## src/rtl/hdtx_pkg.sv

```systemverilog
package hdtx_pkg;
  typedef enum logic [2:0] {
    ST_IDLE,
    ST_DEFER,
    ST_IFG,
    ST_TX,
    ST_JAM,
    ST_BACKOFF,
    ST_BP
  } hdtx_state_e;
endpackage

```

## src/rtl/hdtx_lfsr.sv

```systemverilog
module hdtx_lfsr #(
  parameter int              W     = 16,
  parameter logic [W-1:0]    TAPS  = 16'hB400,
  parameter int              OUT_W = 10
) (
  input  logic             clk_i,
  input  logic             rst_ni,
  output logic [OUT_W-1:0] rnd_o
);
  logic [W-1:0] q;

  // free-running Galois form, never reaches zero
  always_ff @(posedge clk_i or negedge rst_ni) begin
    if (!rst_ni)   q <= W'(1);
    else if (q[0]) q <= (q >> 1) ^ TAPS;
    else           q <= q >> 1;
  end

  assign rnd_o = q[OUT_W-1:0];
endmodule

```

## src/rtl/hdtx_backoff.sv

```systemverilog
module hdtx_backoff #(
  parameter int SLOT_BEATS = 128,
  parameter int LIMIT      = 10,
  parameter int ATT_W      = 5
) (
  input  logic             clk_i,
  input  logic             rst_ni,
  input  logic             start_i,
  input  logic [ATT_W-1:0] att_i,
  input  logic [LIMIT-1:0] rnd_i,
  output logic             expire_o
);
  localparam int BW = (SLOT_BEATS > 1) ? $clog2(SLOT_BEATS) : 1;
  localparam logic [BW-1:0] BEAT_LD = BW'(SLOT_BEATS - 1);

  logic [LIMIT-1:0] mask;
  logic [LIMIT-1:0] slots_q;
  logic [BW-1:0]    beat_q;

  // window of 2^min(n,LIMIT) values
  always_comb begin
    for (int i = 0; i < LIMIT; i++) mask[i] = (int'(att_i) > i);
  end

  always_ff @(posedge clk_i or negedge rst_ni) begin
    if (!rst_ni) begin
      slots_q <= '0;
      beat_q  <= '0;
    end else if (start_i) begin
      slots_q <= rnd_i & mask;
      beat_q  <= BEAT_LD;
    end else if (slots_q != '0) begin
      if (beat_q == '0) begin
        slots_q <= slots_q - 1'b1;
        beat_q  <= BEAT_LD;
      end else begin
        beat_q <= beat_q - 1'b1;
      end
    end
  end

  assign expire_o = (slots_q == '0);
endmodule

```

## src/rtl/hdtx_pattern_mux.sv

```systemverilog
module hdtx_pattern_mux #(
  parameter int                  DATA_W  = 4,
  parameter int                  BITS    = 64,
  parameter logic [BITS-1:0]     PATTERN = '0,
  parameter int                  IDX_W   = 6
) (
  input  logic [IDX_W-1:0]  idx_i,
  output logic [DATA_W-1:0] beat_o
);
  localparam int BEATS = BITS / DATA_W;

  always_comb begin
    beat_o = '0;
    for (int i = 0; i < BEATS; i++) begin
      if (idx_i == IDX_W'(i)) beat_o = PATTERN[i*DATA_W +: DATA_W];
    end
  end
endmodule

```

## src/rtl/hdtx_mac_ctrl.sv

```systemverilog
module hdtx_mac_ctrl import hdtx_pkg::*; #(
  parameter int                 DATA_W        = 4,
  parameter int                 IFG_BITS      = 96,
  parameter int                 JAM_BITS      = 32,
  parameter int                 SLOT_BITS     = 512,
  parameter int                 BP_BITS       = 64,
  parameter logic [BP_BITS-1:0] BP_PATTERN    = {(BP_BITS/8){8'hAA}},
  parameter int                 MAX_ATTEMPTS  = 16,
  parameter int                 BACKOFF_LIMIT = 10,
  parameter int                 LFSR_W        = 16,
  parameter logic [LFSR_W-1:0]  LFSR_TAPS     = 16'hB400
) (
  input  logic              clk_i,
  input  logic              rst_ni,
  input  logic              tx_req_i,
  input  logic [DATA_W-1:0] data_i,
  input  logic              data_avail_i,
  input  logic              data_last_i,
  output logic              data_rd_o,
  input  logic              crs_i,
  input  logic              col_i,
  input  logic              bp_en_i,
  output logic [DATA_W-1:0] txd_o,
  output logic              tx_en_o,
  output logic              tx_er_o,
  output logic              done_o,
  output logic              excess_col_o,
  output logic              underrun_o
);
  localparam int IFG_BEATS  = IFG_BITS / DATA_W;
  localparam int JAM_BEATS  = JAM_BITS / DATA_W;
  localparam int SLOT_BEATS = SLOT_BITS / DATA_W;
  localparam int BP_BEATS   = BP_BITS / DATA_W;
  localparam int MB0        = (IFG_BEATS > JAM_BEATS) ? IFG_BEATS : JAM_BEATS;
  localparam int MAXB       = (MB0 > BP_BEATS) ? MB0 : BP_BEATS;
  localparam int CNT_W      = $clog2(MAXB + 1);
  localparam int ATT_W      = $clog2(MAX_ATTEMPTS + 1);

  localparam logic [CNT_W-1:0] IFG_LD  = CNT_W'(IFG_BEATS - 1);
  localparam logic [CNT_W-1:0] JAM_LD  = CNT_W'(JAM_BEATS - 2); // collision cycle is jam beat 0
  localparam logic [CNT_W-1:0] BP_LAST = CNT_W'(BP_BEATS - 1);
  localparam logic [ATT_W-1:0] ATT_MAX = ATT_W'(MAX_ATTEMPTS);

  hdtx_state_e         state_q;
  logic [CNT_W-1:0]    cnt_q;
  logic [ATT_W-1:0]    att_q;
  logic                ur_q;
  logic                crs_q;
  logic [DATA_W-1:0]   txd_q;
  logic                tx_en_q, tx_er_q;
  logic                done_q, xcol_q, urp_q;

  logic [BACKOFF_LIMIT-1:0] rnd;
  logic                     bo_start, bo_expire;
  logic [DATA_W-1:0]        bp_beat;
  logic                     jam_end;

  hdtx_lfsr #(
    .W     (LFSR_W),
    .TAPS  (LFSR_TAPS),
    .OUT_W (BACKOFF_LIMIT)
  ) u_lfsr (
    .clk_i  (clk_i),
    .rst_ni (rst_ni),
    .rnd_o  (rnd)
  );

  hdtx_backoff #(
    .SLOT_BEATS (SLOT_BEATS),
    .LIMIT      (BACKOFF_LIMIT),
    .ATT_W      (ATT_W)
  ) u_backoff (
    .clk_i    (clk_i),
    .rst_ni   (rst_ni),
    .start_i  (bo_start),
    .att_i    (att_q),
    .rnd_i    (rnd),
    .expire_o (bo_expire)
  );

  hdtx_pattern_mux #(
    .DATA_W  (DATA_W),
    .BITS    (BP_BITS),
    .PATTERN (BP_PATTERN),
    .IDX_W   (CNT_W)
  ) u_bp_mux (
    .idx_i  (cnt_q),
    .beat_o (bp_beat)
  );

  assign jam_end   = (state_q == ST_JAM) && (cnt_q == '0);
  assign bo_start  = jam_end && !ur_q && (att_q != ATT_MAX);
  assign data_rd_o = (state_q == ST_TX) && data_avail_i && !col_i;

  always_ff @(posedge clk_i or negedge rst_ni) begin
    if (!rst_ni) begin
      state_q <= ST_IDLE;
      cnt_q   <= '0;
      att_q   <= '0;
      ur_q    <= 1'b0;
      crs_q   <= 1'b0;
      txd_q   <= '0;
      tx_en_q <= 1'b0;
      tx_er_q <= 1'b0;
      done_q  <= 1'b0;
      xcol_q  <= 1'b0;
      urp_q   <= 1'b0;
    end else begin
      crs_q   <= crs_i;
      tx_en_q <= 1'b0;
      tx_er_q <= 1'b0;
      done_q  <= 1'b0;
      xcol_q  <= 1'b0;
      urp_q   <= 1'b0;
      unique case (state_q)
        ST_IDLE: begin
          if (tx_req_i) begin
            att_q   <= '0;
            state_q <= ST_DEFER;
          end else if (bp_en_i && crs_i && !crs_q) begin
            cnt_q   <= '0;
            state_q <= ST_BP;
          end
        end
        ST_DEFER: begin
          if (!crs_i) begin
            cnt_q   <= IFG_LD;
            state_q <= ST_IFG;
          end
        end
        ST_IFG: begin
          if (crs_i)              state_q <= ST_DEFER;
          else if (cnt_q == '0)   state_q <= ST_TX;
          else                    cnt_q   <= cnt_q - 1'b1;
        end
        ST_TX: begin
          tx_en_q <= 1'b1;
          if (col_i || !data_avail_i) begin
            // data register is held: it becomes the jam content
            tx_er_q <= !col_i;
            ur_q    <= !col_i;
            if (col_i) att_q <= att_q + 1'b1;
            cnt_q   <= JAM_LD;
            state_q <= ST_JAM;
          end else begin
            txd_q <= data_i;
            if (data_last_i) begin
              done_q  <= 1'b1;
              att_q   <= '0;
              state_q <= ST_IDLE;
            end
          end
        end
        ST_JAM: begin
          tx_en_q <= 1'b1;
          tx_er_q <= ur_q;
          if (cnt_q == '0) begin
            if (ur_q) begin
              urp_q   <= 1'b1;
              state_q <= ST_IDLE;
            end else if (att_q == ATT_MAX) begin
              xcol_q  <= 1'b1;
              state_q <= ST_IDLE;
            end else begin
              state_q <= ST_BACKOFF;
            end
          end else begin
            cnt_q <= cnt_q - 1'b1;
          end
        end
        ST_BACKOFF: begin
          if (bo_expire) state_q <= ST_DEFER;
        end
        ST_BP: begin
          tx_en_q <= 1'b1;
          txd_q   <= bp_beat;
          if (cnt_q == BP_LAST) state_q <= ST_IDLE;
          else                  cnt_q   <= cnt_q + 1'b1;
        end
        default: state_q <= ST_IDLE;
      endcase
    end
  end

  assign txd_o        = txd_q;
  assign tx_en_o      = tx_en_q;
  assign tx_er_o      = tx_er_q;
  assign done_o       = done_q;
  assign excess_col_o = xcol_q;
  assign underrun_o   = urp_q;
endmodule

```

## config.mk

```make
export PLATFORM = sky130hd
export DESIGN_NAME = hdtx_mac_ctrl
export DESIGN_NICKNAME = d
export VERILOG_FILES = /design/src/rtl/hdtx_pkg.sv /design/src/rtl/hdtx_lfsr.sv /design/src/rtl/hdtx_backoff.sv /design/src/rtl/hdtx_pattern_mux.sv /design/src/rtl/hdtx_mac_ctrl.sv
export SDC_FILE = /design/constraint.sdc
export NUM_CORES = 1
export LEC_CHECK = 0
export CAP_MARGIN = 20
export CORE_UTILIZATION = 34
export CTS_CLUSTER_DIAMETER = 120
export DETAILED_ROUTE_END_ITERATION = 8
export PLACE_DENSITY_LB_ADDON = 0.08
export SYNTH_ARGS = -nofsm -noshare
export SYNTH_HDL_FRONTEND = slang
export SYNTH_SLANG_ARGS = --single-unit
```

## constraint.sdc

```tcl
create_clock -name clk_i -period 2 [get_ports clk_i]
set_input_delay 0.2 -clock clk_i [delete_from_list [all_inputs] [get_ports clk_i]]
set_output_delay 0.2 -clock clk_i [all_outputs]
set_load 0.005 [all_outputs]
```

# After elaboration in Yosys (flattened, before gate mapping)
# Index checks and enable logic that the tools add are counted.
dict set report word_totals {
  register_bits 57
  wordCells 162
}
dict set report classes {
  addsub 5
  order_cmp 10
  n_eq_ne 38
  mux 64
  bitwise_logic 2
  n_reduce_logical 29
}
# op n
set ops {}
lappend ops {{$mux W4} 17}
lappend ops {{$mux W5} 11}
lappend ops {{$eq A5 B4 Y1 const B} 8}
lappend ops {{$mux W3} 12}
lappend ops {{$mux W10} 3}
lappend ops {{$pmux W5 S6} 1}
lappend ops {{$mux W7} 3}
lappend ops {{$pmux W3 S7} 1}
lappend ops {{$eq A5 B3 Y1 const B} 4}
lappend ops {{$gt A5 B3 Y1 const B} 4}
lappend ops {{$ne A2 B2 Y1 const B} 9}
lappend ops {{$mux W16} 1}
lappend ops {{$reduce_and A7 Y1} 2}
lappend ops {{$mux W1} 12}
lappend ops {{$add A5 B1 Y5 const B} 2}
lappend ops {{$and A10 B10 Y10} 1}
lappend ops {{$eq A5 B2 Y1 const B} 2}
lappend ops {{$gt A5 B1 Y1 const B} 2}
lappend ops {{$gt A5 B2 Y1 const B} 2}
lappend ops {{$gt A5 B4 Y1 const B} 2}
lappend ops {{$logic_not A10 Y1} 1}
lappend ops {{$pmux W5 S2} 1}
lappend ops {{$reduce_bool A10 Y1} 1}
lappend ops {{$sub A10 B1 Y10 const B} 1}
lappend ops {{25 further kinds} 45}

# Depth between registers and ports, before layout
dict set report logic_depth {
  depth_word 18
  depth_mapped 8
  ltp_nobuf 8
}

# Cells and area by module
# A second synthesis with hierarchy kept.
dict set report unflattened {
  cells_unflattened 313
  hier_area_um2 3064.2
}
# module n_inst cells_each area_each_um2
set by_module_without_submodules {}
lappend by_module_without_submodules {hdtx_mac_ctrl 1 168 1506.4}
lappend by_module_without_submodules {hdtx_backoff 1 111 1024.7}
lappend by_module_without_submodules {hdtx_lfsr 1 29 503.0}
lappend by_module_without_submodules {hdtx_pattern_mux 1 5 30.0}

# Least setup slack after synthesis
# Ideal clock, no wire load.
dict set report synth_path {
  path_type {reg-to-reg}
  start {reg cnt_q[0]}
  end {reg cnt_q[1]}
  arrival_time_ns 2.072
  required_ns 1.875
  path_slack_ns -0.197
  stages_incl_launch_ff 9
  path_buffers 0
  period_less_slack_ns 2.197
  cell_sequence {dfrtp_1 -> ha_1 -> and3_1 -> ha_1 -> a21o_1 -> a22oi_2 -> o21ai_2 -> a211oi_4 -> mux2_4}
}
dict set report synth_via {
  elab_chain_cells 4
  word_cells_on_any_way 10
  classes_between {add/sub (2); eq/ne (2); mux (4); reduce/logical (2)}
}
# item line_no
set synth_lines {}
lappend synth_lines {{from (decl)} hdtx_mac_ctrl.sv:45} ;# logic [CNT_W-1:0] cnt_q;
lappend synth_lines {{from (signal assigned)} hdtx_mac_ctrl.sv:134} ;# else cnt_q <= cnt_q - 1'b1;
lappend synth_lines {{from (signal assigned)} hdtx_mac_ctrl.sv:168} ;# cnt_q <= cnt_q - 1'b1;
lappend synth_lines {{from (signal assigned)} hdtx_mac_ctrl.sv:178} ;# else cnt_q <= cnt_q + 1'b1;
lappend synth_lines {{$sub A5 B1 Y5 / $logic_not A5 Y1 (equally long branches)} -}
lappend synth_lines {{$mux W5} {hdtx_mac_ctrl.sv:133, hdtx_mac_ctrl.sv:157}}
lappend synth_lines {{$mux W5} hdtx_mac_ctrl.sv:132} ;# if (crs_i) state_q <= ST_DEFER;
lappend synth_lines {{$pmux W5 S6} hdtx_mac_ctrl.sv:115} ;# unique case (state_q)
# Several ways; a longest one is shown, not always the timed one. The select of a mux whose other input is x is not followed.
# A chain may end at the register's enable or synchronous reset.

# Worst setup path after layout
dict set report layout_path {
  start {reg cnt_q[0]}
  end {reg cnt_q[4]}
}
# Same word-level chain as after synthesis.

==> run summary <==
====================================================================================
Status                                                                  finished, violations left
Violations in the final reports                                         setup timing
Detailed-route DRC error count                                                     0
WP data required                                                             2.23 ns
Mapped cell area                                                            3182 µm²
Crit start category                                                        flip-flop
Library cells used by synthesis                                                   64
Timing-limited maximum frequency                                          0.4898 GHz
Fraction of synthesized area in multiplexers                                 0.04601
Number of H-tree levels                                                            3
Drt total wl                                                                 7623 µm
Chip width                                                                  98.74 µm
Die outline height                                                          98.74 µm
Final setup violation count                                                        3
Hold Path Depth                                                                    0
Part of the Yosys area used for sequential elements                           0.4487
DRT iter0 DRCs                                                                    97
Critical path endpoint category                                            flip-flop
Kind of critical path                                                   flip-flop to flip-flop
Clock Skews                                                               0.01046 ns
Number of iterations in the first detailed-routing pass                            4
Final estimated routing congestion in global placement                        0.8354
Synthesized instance count                                                       326
Type of the worst min-delay path                                        flip-flop to flip-flop
Synthesized-area fraction occupied by adder cells                            0.04640
All-Layer GR Usage                                                            0.1679
Maximum number of buffers from clock root to sink                                  2
Arrival time worst endpoint                                                  2.27 ns
Count of pins on the block boundary                                               22
Worst-Margin Slew                                                          0.5359 ns
Number of synthesized register bits                                               57
Layout Utilization                                                            0.4652
Final sum of negative setup slack                                         -0.1145 ns
Dominant combinational cell family by area after synthesis              simple AND/OR/NAND/NOR gates
Die footprint                                                               9749 µm²
Clock slew at reported path FFs                                              0.08 ns
Power per unit of standard cell area                                     1443 nW/µm²
Wire length of the first global-routing pass                                12650 µm
Multi-input logic area                                                      1720 µm²
Antenna violations before repair                                                   0
Setup repair after global routing missed its margin                             true
Detail Route Antenna Nets                                                          0
Max IR drop VDD                                                            0.6678 mV
Minimum setup slack in the final design                                  -0.04168 ns
NumNets Final                                                                    413
Area added between synthesis and finish                                       30.00%
Overflow after GRT                                                                 0
Starting utilization of the core area                                         0.3579
Port Buffers                                                                      21
HPWL Detailed                                                                5347 µm
Hold Slack                                                                 0.3478 ns
Total via count in the routed design                                            2570
Crit path max fanout                                                               4
Post-synthesis xor/xnor area fraction                                        0.04680
Clock network latency to the later pin of the worst-skew pair                0.35 ns
Simple-Gate Fraction of Synth Area                                            0.2285
Number of max-cap violations                                                       0
Worst slack at placement                                                 -0.05215 ns
Relative slew slack                                                           0.6379
Avg Inst Size Synth                                                        9.760 µm²
Placeable core area                                                         8891 µm²
Layout cells sized above 1                                                    0.2380
Top_reg_cell synth                                                           dfrtp_1
Via count of the first global-routing pass                                      2484
Share of the synthesized area in compound gates (AO/OA/AOI/OAI)               0.1439
Area fraction of the dominant cell type after synthesis                       0.4404
Final count of hold timing violations                                              0
EDFF count, synth                                                                  0
Nets in the synthesized netlist                                                  349
Post-synthesis cell type with the largest combined area                      dfrtp_1
Clk root buf                                                                clkbuf_8
FP Rows                                                                           34
Slew Viols, Final                                                                  0
Clk sinks                                                                         57
Fillers                                                                          873
Maximum number of pins on one net before global-route repair                      58
CTS tree                                                                       built
Min cycle time layout                                                       2.042 ns
Leakage power                                                               1.899 nW
Largest cells by area after synthesis                                   dfrtp_1, ha_1, o21ai_0, nand2_1, xor2_1
Drt wl/cell                                                                 15.16 µm
Number of vias per cell after detailed routing                                 5.109
Number of cells traversed by the worst register-to-register path                   9
Share of flip-flops with an asynchronous set or reset after synthesis          1.000
Share of the clock period used by the worst path after layout                  1.021
Number of antenna diodes                                                           0
Seq. cell area                                                              1430 µm²
Number of buffers created by CTS                                                   9
Yosys warnings                                                                     0
====================================================================================
cell usage in the layout (no fill, tap or decap), types with 11 or more instances in the layout:
| cell type | synthesis | layout |
|---|---|---|
| clkdlybuf4s50_1 | 0 | 20 |
| nor3_1 | 11 | 11 |
| nor2_1 | 27 | 27 |
| dfrtp_1 | 56 | 54 |
| nand2_1 | 30 | 29 |
| inv_1 | 14 | 12 |
| xor2_1 | 12 | 12 |
| o21ai_0 | 26 | 25 |
| buf_4 | 1 | 41 |
| a21oi_1 | 15 | 15 |
| nand3_1 | 13 | 13 |
stage by stage:
step / cell area (µm²) / cells / total power, mW
final: 4136 / 503 / 5.971
after detailed placement: 3769 / 476 / 4.511
after global placement: 3769 / 476 / 4.486
after CTS: 4020 / 494 / 5.760
after global routing: 4136 / 503 / 6.430
after floorplan: 3202 / 326 / 3.518
area by class of cell:
cell class	count	share of cell area
Clock inverter	6	0.01603
Inverter	14	0.01270
Timing Repair Buffer	67	0.1437
Multi-Input combinational cell	241	0.4159
Sequential cell	57	0.3457
Clock buffer	10	0.03327
Tap cell	108	0.03267
synthesized netlist by cell type, drive strengths merged (5+ instances only):
| master | n |
|---|---|
| xnor2 | 5 |
| nor3b | 5 |
| buf | 11 |
| dfrtp | 56 |
| nand3 | 13 |
| a21oi | 15 |
| nor2 | 28 |
| nand4 | 8 |
| ha | 11 |
| inv | 14 |
| nor3 | 12 |
| nand2 | 31 |
| nor2b | 6 |
| xor2 | 12 |
| mux2i | 9 |
| o21ai | 29 |
what timing repair did:
| action | in CTS | in global routing |
|---|---|---|
| resized for setup | 8 | 9 |
| hold endpoints to repair | 56 | 0 |
| setup endpoints to repair | 13 | 14 |
| hold buffers | 1 | 0 |
| pin swaps | 0 | 5 |
| setup buffers | 1 | 9 |
metal layers:
metal  wire length (µm)  share of wire  GRT usage
met5                  0              0          0
met3                202          0.026    0.03759
met2               3454           0.45     0.2492
met4                116          0.015    0.07003
met1               3850           0.51     0.2367
worst max-delay path: stages, from the launching register on:
cell and delay (ns):
dfrtp_1 0.39, ha_2 0.19, and3_4 0.18, ha_4 0.15, a21o_1 0.16, a22oi_2 0.15, o21ai_2 0.09, a211oi_4 0.17
buf_6 0.15, mux2_4 0.29
registers in the layout (all words and copies together), names as in the netlist:
name,flops
att_q,5
cnt_q,5
crs_q,1
done_o,1
excess_col_o,1
state_q,3
tx_en_o,1
tx_er_o,1
txd_o,4
u_backoff.beat_q,7
u_backoff.slots_q,10
u_lfsr.q,16
underrun_o,1
ur_q,1
worst paths after layout:
path | start | endpoint | slack (ns)
setup / recovery | cnt_q[0] | cnt_q[4] | -0.04
hold / removal | u_lfsr.q[10] | u_lfsr.q[9] | 0.35
setup reg to reg | cnt_q[0] | cnt_q[4] | -0.04
hold reg to reg | u_lfsr.q[10] | u_lfsr.q[9] | 0.35
max in group asynchronous | rst_ni | u_lfsr.q[0] | 1.30
min in group asynchronous | rst_ni | u_backoff.beat_q[5] | 0.39
cell families after synthesis:
| family | after synthesis |
|---|---|
| XOR/XNOR | 17 |
| AND/OR/NAND/NOR | 129 |
| adder cells (fa/ha/maj) | 12 |
| AO/OA/AOI/OAI | 70 |
| multiplexers | 13 |
| buffers and inverters | 28 |
| flip-flops | 57 |
power by group:
| part | switching, mW | internal, mW | total [mW] |
|---|---|---|---|
| registers | 0.304 | 1.46 | 1.77 |
| logic | 1.51 | 1.56 | 3.07 |
| clock network | 0.517 | 0.611 | 1.13 |
No activity file was read; power rests on OpenSTA's default activity.
